**src/rtl/dwm_pkg.sv**
```systemverilog
package dwm_pkg;

    typedef enum logic [1:0] {
        CFG_ADDR = 2'd0,
        CFG_CTRL = 2'd1,
        CFG_IEN  = 2'd2,
        CFG_NONE = 2'd3
    } cfg_kind_e;

    localparam int DEF_ADDR_W   = 32;
    localparam int DEF_NUM_DBRK = 4;
    localparam int DEF_NUM_IBRK = 2;
    localparam int DEF_MASK_W   = 6;
    localparam int DEF_LD_BIT   = 30;
    localparam int DEF_ST_BIT   = 31;

    // Direction gate: a load needs the load enable, a store the store enable.
    function automatic logic dir_armed(input logic ld_en, input logic st_en,
                                       input logic is_store);
        return is_store ? st_en : ld_en;
    endfunction

endpackage

```
**src/rtl/dwm_regs.sv**
```systemverilog
module dwm_regs
    import dwm_pkg::*;
#(
    parameter int ADDR_W   = DEF_ADDR_W,
    parameter int NUM_DBRK = DEF_NUM_DBRK,
    parameter int NUM_IBRK = DEF_NUM_IBRK,
    parameter int IDX_W    = 2
) (
    input  logic              clk,
    input  logic              rst,
    input  logic              cfg_we,
    input  logic [1:0]        cfg_kind,
    input  logic [IDX_W-1:0]  cfg_idx,
    input  logic [ADDR_W-1:0] cfg_wdata,
    output logic [ADDR_W-1:0] bp_addr [NUM_DBRK],
    output logic [ADDR_W-1:0] bp_ctrl [NUM_DBRK],
    output logic [NUM_IBRK-1:0] ien
);
    localparam int IDX_LIMIT = NUM_DBRK;

    cfg_kind_e kind;
    logic      idx_ok;

    assign kind   = cfg_kind_e'(cfg_kind);
    assign idx_ok = (int'(cfg_idx) < IDX_LIMIT);

    always_ff @(posedge clk) begin
        if (rst) begin
            for (int i = 0; i < NUM_DBRK; i++) begin
                bp_addr[i] <= '0;
                bp_ctrl[i] <= '0;
            end
            ien <= '0;
        end else if (cfg_we) begin
            case (kind)
                CFG_ADDR: if (idx_ok) bp_addr[cfg_idx] <= cfg_wdata;
                CFG_CTRL: if (idx_ok) bp_ctrl[cfg_idx] <= cfg_wdata;
                CFG_IEN:  ien <= cfg_wdata[NUM_IBRK-1:0];
                default:  ;
            endcase
        end
    end
endmodule

```
**src/rtl/dwm_mask.sv**
```systemverilog
module dwm_mask #(
    parameter int ADDR_W = 32,
    parameter int MASK_W = 6
) (
    input  logic [ADDR_W-1:0] ctrl,
    output logic [ADDR_W-1:0] eff_mask
);
    localparam logic [ADDR_W-1:0] FIELD = {{(ADDR_W-MASK_W){1'b0}}, {MASK_W{1'b1}}};

    logic [ADDR_W-1:0] raw;
    assign raw = ctrl | ~FIELD;

    // Keep the unbroken run of ones from the top; a contiguous mask passes
    // through unchanged, any other is cut at its first zero.
    always_comb begin
        logic run;
        run = 1'b1;
        for (int i = ADDR_W - 1; i >= 0; i--) begin
            run         = run & raw[i];
            eff_mask[i] = run;
        end
    end
endmodule

```
**src/rtl/dwm_cmp.sv**
```systemverilog
module dwm_cmp
    import dwm_pkg::*;
#(
    parameter int ADDR_W = DEF_ADDR_W,
    parameter int MASK_W = DEF_MASK_W,
    parameter int LD_BIT = DEF_LD_BIT,
    parameter int ST_BIT = DEF_ST_BIT
) (
    input  logic [ADDR_W-1:0] bp_addr,
    input  logic [ADDR_W-1:0] bp_ctrl,
    input  logic              acc_valid,
    input  logic              acc_is_store,
    input  logic [ADDR_W-1:0] acc_addr,
    output logic              match
);
    logic [ADDR_W-1:0] mask;
    logic              dir_ok;

    dwm_mask #(.ADDR_W(ADDR_W), .MASK_W(MASK_W)) u_mask (
        .ctrl     (bp_ctrl),
        .eff_mask (mask)
    );

    assign dir_ok = dir_armed(bp_ctrl[LD_BIT], bp_ctrl[ST_BIT], acc_is_store);
    assign match  = acc_valid && dir_ok && ((acc_addr & mask) == (bp_addr & mask));
endmodule

```
**src/rtl/dwm_pick.sv**
```systemverilog
module dwm_pick #(
    parameter int N     = 4,
    parameter int IDX_W = 2
) (
    input  logic [N-1:0]     req,
    output logic             any,
    output logic [IDX_W-1:0] idx
);
    always_comb begin
        any = 1'b0;
        idx = '0;
        for (int i = N - 1; i >= 0; i--) begin
            if (req[i]) begin
                any = 1'b1;
                idx = IDX_W'(i);
            end
        end
    end
endmodule

```
**src/rtl/data_watch_matcher.sv**
```systemverilog
module data_watch_matcher
    import dwm_pkg::*;
#(
    parameter int ADDR_W   = DEF_ADDR_W,
    parameter int NUM_DBRK = DEF_NUM_DBRK,
    parameter int NUM_IBRK = DEF_NUM_IBRK,
    parameter int MASK_W   = DEF_MASK_W,
    parameter int LD_BIT   = DEF_LD_BIT,
    parameter int ST_BIT   = DEF_ST_BIT,
    localparam int IDX_W   = (NUM_DBRK > 1) ? $clog2(NUM_DBRK) : 1
) (
    input  logic              clk,
    input  logic              rst,
    input  logic              cfg_we,
    input  logic [1:0]        cfg_kind,
    input  logic [IDX_W-1:0]  cfg_idx,
    input  logic [ADDR_W-1:0] cfg_wdata,
    input  logic              acc_valid,
    input  logic              acc_is_store,
    input  logic [ADDR_W-1:0] acc_addr,
    output logic              hit,
    output logic [IDX_W-1:0]  hit_idx,
    output logic              acc_go,
    output logic [ADDR_W-1:0] ibrk_en
);
    logic [ADDR_W-1:0]   bp_addr [NUM_DBRK];
    logic [ADDR_W-1:0]   bp_ctrl [NUM_DBRK];
    logic [NUM_IBRK-1:0] ien;
    logic [NUM_DBRK-1:0] match;

    dwm_regs #(
        .ADDR_W(ADDR_W), .NUM_DBRK(NUM_DBRK), .NUM_IBRK(NUM_IBRK), .IDX_W(IDX_W)
    ) u_regs (
        .clk(clk), .rst(rst), .cfg_we(cfg_we), .cfg_kind(cfg_kind),
        .cfg_idx(cfg_idx), .cfg_wdata(cfg_wdata),
        .bp_addr(bp_addr), .bp_ctrl(bp_ctrl), .ien(ien)
    );

    for (genvar g = 0; g < NUM_DBRK; g++) begin : g_bp
        dwm_cmp #(
            .ADDR_W(ADDR_W), .MASK_W(MASK_W), .LD_BIT(LD_BIT), .ST_BIT(ST_BIT)
        ) u_cmp (
            .bp_addr(bp_addr[g]), .bp_ctrl(bp_ctrl[g]),
            .acc_valid(acc_valid), .acc_is_store(acc_is_store),
            .acc_addr(acc_addr), .match(match[g])
        );
    end

    dwm_pick #(.N(NUM_DBRK), .IDX_W(IDX_W)) u_pick (
        .req(match), .any(hit), .idx(hit_idx)
    );

    assign acc_go  = acc_valid & ~hit;
    assign ibrk_en = {{(ADDR_W-NUM_IBRK){1'b0}}, ien};
endmodule

```
**config.mk**
```make
export PLATFORM = sky130hd
export DESIGN_NAME = data_watch_matcher
export DESIGN_NICKNAME = d
export VERILOG_FILES = /design/src/rtl/dwm_pkg.sv /design/src/rtl/dwm_regs.sv /design/src/rtl/dwm_mask.sv /design/src/rtl/dwm_cmp.sv /design/src/rtl/dwm_pick.sv /design/src/rtl/data_watch_matcher.sv
export SDC_FILE = /design/constraint.sdc
export NUM_CORES = 1
export LEC_CHECK = 0
export BUFFER_PORTS_ARGS = -buffer_cell sky130_fd_sc_hd__buf_4
export CAP_MARGIN = 20
export CORE_MARGIN = 3
export CORE_UTILIZATION = 51
export DETAILED_ROUTE_END_ITERATION = 12
export PLACE_DENSITY = 0.83
export SLEW_MARGIN = 5
export SYNTH_ARGS = -nofsm -noshare
export SYNTH_HDL_FRONTEND = slang
export SYNTH_SLANG_ARGS = --single-unit
```
**constraint.sdc**
```tcl
create_clock -name clk -period 1.9 [get_ports clk]
set_input_delay 0.095 -clock clk [delete_from_list [all_inputs] [get_ports clk]]
set_output_delay 0.095 -clock clk [all_outputs]
set_load 0.03 [all_outputs]
```
# --- Word level (Yosys, flattened, before mapping) ---
# Index checks and enable logic that the tools add are counted.
classes:
  bitwise: 31
  n_reduce_logical: 13
  n_lt_le_gt_ge: 2
  eq_ne: 6
  mux: 16
ops:
  columns: ["operator", "count"]
  rows:
  - ["$and A32 B32 Y32", 8]
  - ["$bwmux W128", 2]
  - ["$eq A32 B32 Y1", 4]
  - ["$demux W32 S2", 1]
  - ["$mux W32", 1]
  - ["$and A1 B1 Y1", 21]
  - ["$logic_and A1 B1 Y1", 9]
  - ["$mux W1", 8]
  - ["$mux W2", 4]
  - ["$reduce_and A2 Y1", 3]
  - ["$ge A3 B3 Y1 const B", 1]
  - ["$lt A3 B1 Y1 const B", 1]
  - ["$not A2 Y3", 1]
  - ["$eq A2 B1 Y1 const B", 1]
  - ["$eq A2 B2 Y1 const B", 1]
  - ["$logic_not A2 Y1", 1]
  - ["$not A1 Y1", 1]
totals:
  elab_cells: 77
  in_bits: 73
  ff_bits: 258

# --- Depth between registers and ports, before layout ---
logic_depth:
  ltp_word: 14
  mapped_depth: 7
  depth_no_buf: 6

# --- Cells and area by module ---
# From an unflattened synthesis, not the netlist that was laid out.
hier_totals:
  hier_cells: 1299
  hier_area_um2: 13208.9
modules_own_cells:
  columns: ["module", "seq_area_each_um2", "area_each_um2", "cells_per_inst", "n_inst"]
  rows:
  - ["dwm_regs", 5165.0, 10043.4, 912, 1]
  - ["dwm_cmp", 0.0, 473.0, 54, 4]
  - ["dwm_mask", 0.0, 249.0, 33, 4]
  - ["data_watch_matcher", 0.0, 242.7, 32, 1]
  - ["dwm_pick", 0.0, 35.0, 7, 1]

# --- Least setup slack after synthesis ---
# OpenSTA, ideal clock, no wires.
synth_path:
  kind: "register -> output"
  from: "reg u_regs.bp_addr[27] (netlist name)"
  to: "out hit_idx[0]"
  path_slack_ns: -0.219
  t_arrival_ns: 2.024
  path_buffers: 0
  stages_incl_launch_ff: 7
  cell_sequence: "dfxtp_1 xor2_2 nor4_2 o221ai_1 or4_4 nand2b_1 a21boi_1"
synth_via:
  elab_chain_cells: 7
synth_lines:
  columns: ["element", "line", "rtl"]
  rows:
  - ["start: declaration", "dwm_regs.sv:15", "output logic [ADDR_W-1:0] bp_addr [NUM_DBRK],"]
  - ["start signal: indexed assignment", "dwm_regs.sv:36", "CFG_ADDR: if (idx_ok) bp_addr[cfg_idx] <= cfg_wdata;"]
  - ["$and A32 B32 Y32", "dwm_cmp.sv:25", "assign match = acc_valid && dir_ok && ((acc_addr & mask) == (bp_addr & mask));"]
  - ["$eq A32 B32 Y1", "dwm_cmp.sv:25", null]
  - ["$logic_and A1 B1 Y1", "dwm_cmp.sv:25", null]
  - ["$mux W2 (4 in series)", "dwm_pick.sv:13", "if (req[i]) begin"]
  - ["end: declaration", "data_watch_matcher.sv:22", "output logic [IDX_W-1:0] hit_idx,"]
# No other way between the ends.

# --- Worst setup path after layout ---
layout_path:
  from: "reg u_regs.bp_addr[18] (netlist name)"
  to: "out hit_idx[0]"
# Same word-level chain as after synthesis.

==> results.json <==
{
  "cp-start-kind": "register",
  "floorplan.initialDensity": 0.535,
  "wl_um": 21300,
  "cap_violations": 0,
  "min_period_ps": 2530,
  "cts_tree": "done",
  "syn_avg_cell_area_um2": 8.01,
  "detail_route.wl_per_cell_um": 17.3,
  "final_common_cell": "nand2_1",
  "critPathMaxStageDelay_ps": 540,
  "post-route-period-util": 1.33,
  "pin_count": 109,
  "syn-instance-count": 949,
  "multi_input_area_um2": 3950,
  "synth.distinct_cells": 34,
  "cp_data_arrival_time_ps": 2440,
  "synth_area_um2": 7600,
  "critical_path_buf_inv_count": 2,
  "htreeDepth": 4,
  "path_cells": "xor2_1 > nor4_1 > buf_4 > nand4_1 > or4_4 > nand2b_4 > a21boi_2 > buf_6",
  "cp_max_fo": 3,
  "dr.pass1.iters": 5,
  "layoutNonFillerInstCount": 1233,
  "drc": 0,
  "skew_ps": 0,
  "worst_hold_path_type": "in2reg",
  "final_cell_mix": "nand2_1 (268), dfxtp_1 (158), a21oi_1 (130)",
  "power_leakage_nw": 3.56,
  "rows": 43,
  "max_slew_margin": 0.596,
  "critPathSlowestCell": "or4_4",
  "rsz0062_at_grt": "true",
  "maxSlewViolCount": 0,
  "critical_path_class": "reg2out",
  "track_usage": 0.259,
  "cts_made_buffers": 17,
  "power_density_nw_per_um2": 809,
  "grt_first_pass_wirelength_um": 33100,
  "grt_pass1_vias": 6324,
  "cts-root-buf": "clkbuf_16",
  "report.final.setup_viol": 4,
  "syn_to_final_growth_pct": 22.0,
  "ff2ff_setup_slack_ps": 1230,
  "dp_hpwl_um": 14000,
  "antenna_found_initial": 0,
  "fillers": 1140,
  "seqCellArea_um2": 3250,
  "vias_per_cell": 5.45,
  "fin_total_pwr_mw": 7.51,
  "die_area_um2": 16400,
  "seq_area_frac_synth": 0.427,
  "status": "finished, violations left",
  "clk_pin_slew_ps": 60,
  "yosysWarnings": 0,
  "setup_ws_ps": -633,
  "cp-end-kind": "output port",
  "antenna_left": 0,
  "violations": "negative setup slack",
  "cts.path.max_buffers": 2,
  "final-hold-violation-count": 0,
  "insertion_delay_ps": 420,
  "synth_edf_count": 0,
  "fp.dieW_um": 128,
  "port-buffer-count": 78,
  "post-place-cells": 1169,
  "drt_iter0_drc": 617,
  "die_y_um": 128,
  "fmax_mhz": 395,
  "synth_seq_cells": 162,
  "layout.nets": 1113,
  "cts_sinks": 162,
  "gp_congestion": 0.877,
  "max-vdd-ir-drop_v": 0.000758,
  "tightest_slew_ps": 605,
  "crit_required_ps": 1800,
  "gr-total-overflow": 0,
  "synthArstFlopShare": 0,
  "drive_above_1_share": 0.153,
  "core_area_um2": 14200,
  "grt_start_max_net_pins": 61,
  "post_cts_buffers": 0,
  "antenna_cells": 0,
  "cp_top_family": "simple AND/OR/NAND/NOR gates",
  "synth_flop_cell": "dfxtp_1",
  "via_count": 6718,
  "hold_ws_ps": 99.0
}
[worst paths after layout]
path | from | cells after the start | end
worst max-delay path | u_regs.bp_addr[18] | 8 | hit_idx[0]
worst min-delay path | rst | 2 | u_regs.bp_addr[109]
worst max register to register | u_regs.bp_addr[72] | 2 | u_regs.bp_addr[72]
worst min register to register | u_regs.bp_addr[18] | 2 | u_regs.bp_addr[18]
[synth_stat cells (2+ instances only)]
cell | instances | area, µm²
nand2_1 | 268 | 1010
dfxtp_1 | 162 | 3240
a21oi_1 | 130 | 651
xnor2_1 | 78 | 683
clkbuf_1 | 63 | 236
xor2_1 | 49 | 429
nor2_1 | 41 | 154
mux2i_1 | 38 | 380
buf_4 | 31 | 233
nand4_1 | 23 | 144
nor4_1 | 12 | 75.1
buf_2 | 11 | 55.1
nand3_1 | 6 | 30.0
and3_1 | 5 | 31.3
a211oi_1 | 4 | 30.0
a21o_1 | 3 | 22.5
o2111ai_1 | 3 | 26.3
a221oi_1 | 2 | 17.5
inv_1 | 2 | 7.51
nand2b_1 | 2 | 12.5
nand3b_1 | 2 | 15.0
nor2b_1 | 2 | 12.5
[state kept, by name, summed over array words and instances (netlist names)]
name,flops
u_regs.bp_addr,128
u_regs.bp_ctrl,32
u_regs.ien,2
[routing by layer]
layer | GRT usage | vias to the layer above | share of wire
met5 | 0 | - | 0
met2 | 0.431 | 303 | 0.48
met3 | 0.0617 | 38 | 0.084
met1 | 0.324 | 3169 | 0.41
li1 | - | 3208 | -
met4 | 0.104 | 0 | 0.027
[metrics by stage]
stage	cell area (µm²)	util	worst slack, ps	setup TNS [ps]
floorplan	7720	-	-60.6	-162
global placement	8370	0.589	-172	-355
detailed placement	8370	0.589	-217	-536
CTS	9270	0.652	-640	-2270
global route	9270	0.653	-716	-2600
finish	9270	0.653	-633	-2260
[report_power, final]
part / leakage (nW) / switching (mW) / internal [mW]
logic: 1.98 / 0.480 / 0.343
clock network: 0.274 / 1.37 / 1.85
registers: 1.31 / 0.0290 / 3.44
total: 3.56 / 1.88 / 5.63
[area by class of cell]
type,instances,share of cell area
repair buffers,150,0.139
well taps,180,0.0243
clock buffers,25,0.0545
clock inverters,7,0.00526
multi-input cells,707,0.426
inverters,2,0.000809
flip-flops and latches,162,0.350
[kinds of logic after synthesis]
logic type	count (synthesis)	share of synthesized area
AND/OR/NAND/NOR	366	0.200
flip-flops	162	0.427
AO/OA/AOI/OAI	145	0.101
XOR/XNOR	128	0.149
buffers and inverters	109	0.0725
multiplexers	38	0.0501
other	1	0.000494
[timing repair]
action,in CTS,in global routing
hold buffers,32,0
resized for setup,6,2
hold endpoints to repair,142,0
setup endpoints to repair,4,4
pin swaps,5,2
No activity file was read; power rests on OpenSTA's default activity.
